===== src/rtl/spisave_pkg.sv =====
package spisave_pkg;

    typedef enum logic [7:0] {
        OP_PROG   = 8'h02,
        OP_READ   = 8'h03,
        OP_WDIS   = 8'h04,
        OP_STAT   = 8'h05,
        OP_WEN    = 8'h06,
        OP_SWAP   = 8'h0A
    } op_e;

    typedef struct packed {
        logic [7:0] data;
        logic       hold;
        logic       flash;
    } xfer_t;

    localparam logic [7:0] IDLE_BYTE = 8'hFF;
    localparam int         ADDR_W    = 24;

    function automatic logic [1:0] addr_len(input logic flash);
        return flash ? 2'd3 : 2'd2;
    endfunction

    function automatic logic [7:0] status_byte(input logic wen);
        return {6'b0, wen, 1'b0};
    endfunction

    function automatic logic is_data_op(input logic [7:0] op);
        return (op == OP_PROG) || (op == OP_READ) || (op == OP_SWAP);
    endfunction

    function automatic int unsigned ceil_pow2(input int unsigned v);
        int unsigned p;
        p = 1;
        for (int i = 0; i < 31; i++) begin
            if (p < v) p = p << 1;
        end
        return p;
    endfunction

endpackage


===== src/rtl/spisave_pacer.sv =====
module spisave_pacer #(
    parameter int BYTE_CYCLES = 4
) (
    input  logic clk,
    input  logic rst,
    input  logic start,
    output logic busy,
    output logic done
);
    localparam int CW = $clog2(BYTE_CYCLES + 1);

    logic [CW-1:0] cnt_q;
    logic          busy_q;

    always_ff @(posedge clk) begin
        if (rst) begin
            cnt_q  <= '0;
            busy_q <= 1'b0;
        end else if (!busy_q) begin
            if (start) begin
                cnt_q  <= CW'(BYTE_CYCLES - 1);
                busy_q <= 1'b1;
            end
        end else if (cnt_q == '0) begin
            busy_q <= 1'b0;
        end else begin
            cnt_q <= cnt_q - 1'b1;
        end
    end

    assign busy = busy_q;
    assign done = busy_q && (cnt_q == '0);

    a_r2_start_sets_busy: assert property (@(posedge clk) disable iff (rst)
        (start && !busy) |=> busy);
    a_r2_busy_holds: assert property (@(posedge clk) disable iff (rst)
        (busy && !done) |=> busy);
endmodule


===== src/rtl/spisave_store.sv =====
module spisave_store #(
    parameter int DEPTH = 256
) (
    input  logic                     clk,
    input  logic                     rst,
    input  logic [$clog2(DEPTH)-1:0] idx,
    input  logic                     touch,
    input  logic                     wr_en,
    input  logic [7:0]               wr_data,
    output logic [7:0]               rd_data
);
    import spisave_pkg::*;

    localparam int AW   = $clog2(DEPTH);
    localparam int CAPW = AW + 1;

    logic [7:0]      mem_q [DEPTH];
    logic [CAPW-1:0] cap_q;
    logic            beyond;

    assign beyond  = ({1'b0, idx} >= cap_q);
    assign rd_data = beyond ? IDLE_BYTE : mem_q[idx];

    always_ff @(posedge clk) begin
        if (rst) begin
            cap_q <= '0;
            for (int i = 0; i < DEPTH; i++) mem_q[i] <= IDLE_BYTE;
        end else begin
            if (touch && beyond)
                cap_q <= CAPW'(ceil_pow2(32'(idx) + 32'd1));
            if (wr_en)
                mem_q[idx] <= wr_data;
        end
    end

    a_r11_cap_pow2: assert property (@(posedge clk) disable iff (rst)
        $onehot0(cap_q));
    a_r11_cap_covers: assert property (@(posedge clk) disable iff (rst)
        touch |=> ({1'b0, $past(idx)} < cap_q));
endmodule


===== src/rtl/spisave_seq.sv =====
module spisave_seq #(
    parameter int DEPTH = 256
) (
    input  logic                       clk,
    input  logic                       rst,
    input  logic                       done,
    input  spisave_pkg::xfer_t         cur,
    input  logic [7:0]                 rd_data,
    output logic [$clog2(DEPTH)-1:0]   mem_idx,
    output logic                       touch,
    output logic                       wr_en,
    output logic [7:0]                 wr_data,
    output logic [7:0]                 resp_n
);
    import spisave_pkg::*;

    localparam int AW = $clog2(DEPTH);

    logic              open_q, open_n;
    logic [7:0]        cmd_q, cmd_n;
    logic [ADDR_W-1:0] addr_q, addr_n;
    logic [1:0]        left_q, left_n;
    logic              wen_q, wen_n;

    assign mem_idx = addr_q[AW-1:0];
    assign wr_data = cur.data;

    always_comb begin
        open_n = open_q;
        cmd_n  = cmd_q;
        addr_n = addr_q;
        left_n = left_q;
        wen_n  = wen_q;
        touch  = 1'b0;
        wr_en  = 1'b0;
        resp_n = IDLE_BYTE;
        if (done) begin
            open_n = cur.hold;
            if (!open_q) begin
                cmd_n  = cur.data;
                addr_n = '0;
                left_n = addr_len(cur.flash);
                if (cur.data == OP_WEN)  wen_n = 1'b1;
                if (cur.data == OP_WDIS) wen_n = 1'b0;
            end else if (cmd_q == OP_STAT) begin
                resp_n = status_byte(wen_q);
            end else if (is_data_op(cmd_q)) begin
                if (left_q != 2'd0) begin
                    addr_n = {addr_q[ADDR_W-9:0], cur.data};
                    left_n = left_q - 2'd1;
                end else begin
                    touch  = 1'b1;
                    addr_n = addr_q + 1'b1;
                    if (cmd_q != OP_PROG) resp_n = rd_data;
                    if (cmd_q != OP_READ) wr_en  = wen_q;
                end
            end
        end
    end

    always_ff @(posedge clk) begin
        if (rst) begin
            open_q <= 1'b0;
            cmd_q  <= '0;
            addr_q <= '0;
            left_q <= '0;
            wen_q  <= 1'b0;
        end else begin
            open_q <= open_n;
            cmd_q  <= cmd_n;
            addr_q <= addr_n;
            left_q <= left_n;
            wen_q  <= wen_n;
        end
    end

    // write enable moves only when a transfer completes
    a_r12_wen_quiet: assert property (@(posedge clk) disable iff (rst)
        !done |=> $stable(wen_q));
endmodule


===== src/rtl/spi_save_responder.sv =====
module spi_save_responder #(
    parameter int MEM_DEPTH   = 256,
    parameter int BYTE_CYCLES = 4
) (
    input  logic       clk,
    input  logic       rst,
    input  logic       xfer_start,
    input  logic [7:0] xfer_byte,
    input  logic       xfer_hold,
    input  logic       mem_is_flash,
    output logic       busy,
    output logic [7:0] resp_byte
);
    import spisave_pkg::*;

    localparam int AW = $clog2(MEM_DEPTH);

    xfer_t          cur_q;
    logic           done;
    logic [AW-1:0]  mem_idx;
    logic           touch, wr_en;
    logic [7:0]     wr_data, rd_data, resp_n, resp_q;

    spisave_pacer #(.BYTE_CYCLES(BYTE_CYCLES)) u_pacer (
        .clk(clk), .rst(rst), .start(xfer_start), .busy(busy), .done(done)
    );

    always_ff @(posedge clk) begin
        if (rst) begin
            cur_q  <= '0;
            resp_q <= IDLE_BYTE;
        end else begin
            if (xfer_start && !busy)
                cur_q <= '{data: xfer_byte, hold: xfer_hold, flash: mem_is_flash};
            if (done)
                resp_q <= resp_n;
        end
    end

    spisave_seq #(.DEPTH(MEM_DEPTH)) u_seq (
        .clk(clk), .rst(rst), .done(done), .cur(cur_q), .rd_data(rd_data),
        .mem_idx(mem_idx), .touch(touch), .wr_en(wr_en), .wr_data(wr_data),
        .resp_n(resp_n)
    );

    spisave_store #(.DEPTH(MEM_DEPTH)) u_store (
        .clk(clk), .rst(rst), .idx(mem_idx), .touch(touch), .wr_en(wr_en),
        .wr_data(wr_data), .rd_data(rd_data)
    );

    assign resp_byte = resp_q;

    a_r2_resp_on_fall: assert property (@(posedge clk) disable iff (rst)
        !$fell(busy) |-> $stable(resp_byte));
endmodule


===== config.mk =====
export PLATFORM = sky130hd
export DESIGN_NAME = spi_save_responder
export DESIGN_NICKNAME = d
export VERILOG_FILES = /design/src/rtl/spisave_pkg.sv /design/src/rtl/spisave_pacer.sv /design/src/rtl/spisave_store.sv /design/src/rtl/spisave_seq.sv /design/src/rtl/spi_save_responder.sv
export SDC_FILE = /design/constraint.sdc
export NUM_CORES = 2
export LEC_CHECK = 0
export BUFFER_PORTS_ARGS = -buffer_cell sky130_fd_sc_hd__buf_4
export CAP_MARGIN = 0
export CORE_MARGIN = 2
export CORE_UTILIZATION = 45
export DETAILED_ROUTE_END_ITERATION = 12
export PLACE_DENSITY = 0.62
export SLEW_MARGIN = 30
export SYNTH_ARGS = -nofsm -noshare
export SYNTH_HDL_FRONTEND = slang
export SYNTH_SLANG_ARGS = --single-unit
export TNS_END_PERCENT = 1

===== constraint.sdc =====
create_clock -name clk -period 114.9 [get_ports clk]
set_input_delay 11.49 -clock clk [delete_from_list [all_inputs] [get_ports clk]]
set_output_delay 11.49 -clock clk [all_outputs]
set_load 0.005 [all_outputs]

==> metrics <==
maximum capacitance violations=0; total track usage=24.46%; Least-Margin Pin Slew=1.017 ns; endpoint required time on the critical path=115.61 ns; number of warning messages in the yosys log=0; total overflow reported by the global router=0; register area=0.06271 sq mm; total of flip-flops plus latches after synthesis=2,107; prevailing post-synth register cell=sky130_fd_sc_hd__edfxtp_1; number of fill cells=19,036; worst slew slack as a fraction of its limit=32.06%; chip width=481.8 microns; category of the worst setup path launch point=flip-flop; leading post-synthesis cells by cell area=sky130_fd_sc_hd__edfxtp_1 60%, sky130_fd_sc_hd__mux4_2 15%, sky130_fd_sc_hd__nand2_1 8.2%; commonest cells after routing, fill and taps aside=2,246 x sky130_fd_sc_hd__nand2_1, 2,048 x sky130_fd_sc_hd__edfxtp_1, 680 x sky130_fd_sc_hd__mux4_2, 261 x sky130_fd_sc_hd__a21o_1, 230 x sky130_fd_sc_hd__ha_1; Max Fanout on Critical Path=32; shortest clock period the worst path allows after layout=67.40 ns; crit end category=flip-flop; maximum clock rate=14.84 MHz; TritonCTS clock tree=built; floorplan die height=481.8 microns; cell with the largest stage delay on the worst path=sky130_fd_sc_hd__dfxtp_1; area occupied by multi-input gates=0.03765 sq mm; number of buffers inserted to repair setup after CTS=0; DRC violation count after routing=0; number of input and output port buffers inserted=21; clock slew at reported path FFs=0.07 ns; RePlAce Congestion=0.8704; number of hold violations in the final report=0; most common cell type on the critical path=sky130_fd_sc_hd__a21o_1; first-pass GRT wire length=421.4 mm; CTS hold repair buffers=0; arrival time reported for the critical path endpoint=68.11 ns; number of vias per cell after detailed routing=6.092; met3 layer wire length in the routed design=25.98 mm; instance area at placement=0.1059 sq mm; I/O pin count=22; worst-case clock skew=0.03899 ns; DRC marker count from the first detailed-route iteration=7,828; CTS Buffer Depth=3; library cell with the largest summed area after synthesis=sky130_fd_sc_hd__edfxtp_1; Post-synth EDFFs=2,048; setup repair after global routing missed its margin=false; post-synth top area share=59.87%; fin nets=7,543; antenna violations before repair=11; total number of placement rows=175; final cell area excluding filler cells=0.1128 sq mm; clk_lat worst skew=0.87 ns; area of the core=0.2271 sq mm; initial core utilization=45.24%; final count of pins violating max slew=0; layout cell share with drive strength beyond 1=19.68%; Post-Synthesis Mean Instance Area=13.59 sq um; worst hold path class=flip-flop to flip-flop; post-synth design cell area=0.1027 sq mm; layout-stage area growth over the synthesis result=9.773%; sinks on the clock net=2,107; number of H-tree levels=4; drt wl/cell=27.17 microns; number of global-route vias before repair=63,543; max layer used=met5; wirelength, routed=285.2 mm; placed wire-length estimate=181.2 mm; net count after synthesis=7,801; total CTS buffers=212; sequential-to-total area share from yosys stat=61.02%; part of the cycle the worst path needs=58.66%; Worst Setup Path Type=flip-flop to flip-flop; most frequent standard cell in the layout excluding fill and tap cells=sky130_fd_sc_hd__nand2_1; root buffer selected by CTS=sky130_fd_sc_hd__clkbuf_16; Routed met2 length=135.6 mm; Setup-failing EPs final=0; run status=finished clean; area of the die=0.2321 sq mm; first drt pass iteration count=6; remaining number of nets flagged by the antenna check after routing=0; Via Count=63,936; number of gates resized after cts=0; stage delay of the slowest cell on the critical path=0.86 ns; gate count of the mapped netlist=7,558; Post-synth ARST share=0%; maximum number of pins on one net before global-route repair=106; met1 WL=115.3 mm; sum of negative setup slack=0 ns; count of unique library cells instantiated by Yosys=127
==> sequential cells by signal (all words and copies together) (netlist names), named ones only <==
name           cells
u_seq.wen_q        1
u_seq.left_q       2
u_pacer.cnt_q      3
u_seq.open_q       1
u_seq.cmd_q        8
u_seq.addr_q       8
cur_q             10
u_store.cap_q      9
u_store.mem_q   2048
u_pacer.busy       1
resp_byte          8
==> cell type report <==
type	count	area share, %
sequential	2107	55.61
timing repair buffer	183	1.343
clock buffer	271	4.919
antenna	2	0.004439
inverter	87	0.2896
multi-input combinational	4709	33.39
tap	3009	3.339
clock inverter	127	1.099
==> kinds of logic (layout without fill, tap and decap cells) <==
kind of cell    Yosys count  in the layout  synth area share (%)
compound gates          849            849                 5.976
xor+xnor                  9              9               0.09137
fa+ha+maj               230            230                 2.802
buf+inv                 742            668                 2.825
flops                  2107           2107                 61.02
mux                     800            800                 16.18
other cells               0              2                     0
simple gates           2821           2821                 11.11
==> worst max-delay path, delay by kind of cell (launching register included) <==
kind | cells | cell delay, ns
AO/OA/AOI/OAI | 148 | 35.44
AND/OR/NAND/NOR | 70 | 14.69
adder cells (fa/ha/maj) | 30 | 9.14
multiplexers | 15 | 5.78
buffers and inverters | 12 | 1.13
flip-flops | 1 | 0.86
XOR/XNOR | 1 | 0.11
==> synthesized netlist by cell type (66+ instances only) <==
master                     instances
sky130_fd_sc_hd__a21oi_1         160
sky130_fd_sc_hd__mux4_2          680
sky130_fd_sc_hd__o21bai_1         71
sky130_fd_sc_hd__a21o_1          261
sky130_fd_sc_hd__nor2_1          265
sky130_fd_sc_hd__o21ai_0          88
sky130_fd_sc_hd__buf_1            66
sky130_fd_sc_hd__inv_1            80
sky130_fd_sc_hd__ha_1            230
sky130_fd_sc_hd__clkbuf_1        553
sky130_fd_sc_hd__nand2_1        2246
sky130_fd_sc_hd__edfxtp_1       2048
==> layer usage <==
layer | up-vias | track usage, %
met1 | 32803 | 34.40
met3 | 455 | 4.163
met5 | - | 0
li1 | 27703 | -
met2 | 2971 | 39.20
met4 | 4 | 7.136
==> stage by stage <==
step / utilization, % / std cells / hold slack, ns / setup WS, ns
3_3_place_gp: 46.51 / 10093 / 0.4377 / 50.10
3_5_place_dp: 46.63 / 10094 / 0.4482 / 48.41
2_1_floorplan: - / 7558 / 0.4308 / 57.26
5_1_grt: 49.66 / 10494 / 0.4674 / 42.25
6_report: 49.66 / 10495 / 0.4606 / 47.50
4_1_cts: 49.61 / 10492 / 0.4571 / 48.25
==> path summary, 6_finish.rpt <==
check	start	end	slack (ns)	depth (start not counted)
max reg2reg	u_seq.addr_q[2]	u_store.cap_q[7]	47.50	276
min	u_seq.cmd_q[6]	u_seq.cmd_q[6]	0.46	2
min reg2reg	u_seq.cmd_q[6]	u_seq.cmd_q[6]	0.46	2
max	u_seq.addr_q[2]	u_store.cap_q[7]	47.50	276
Power is not shown: default switching activity piles up to over one toggle a cycle in this logic, so the estimate is an artifact.
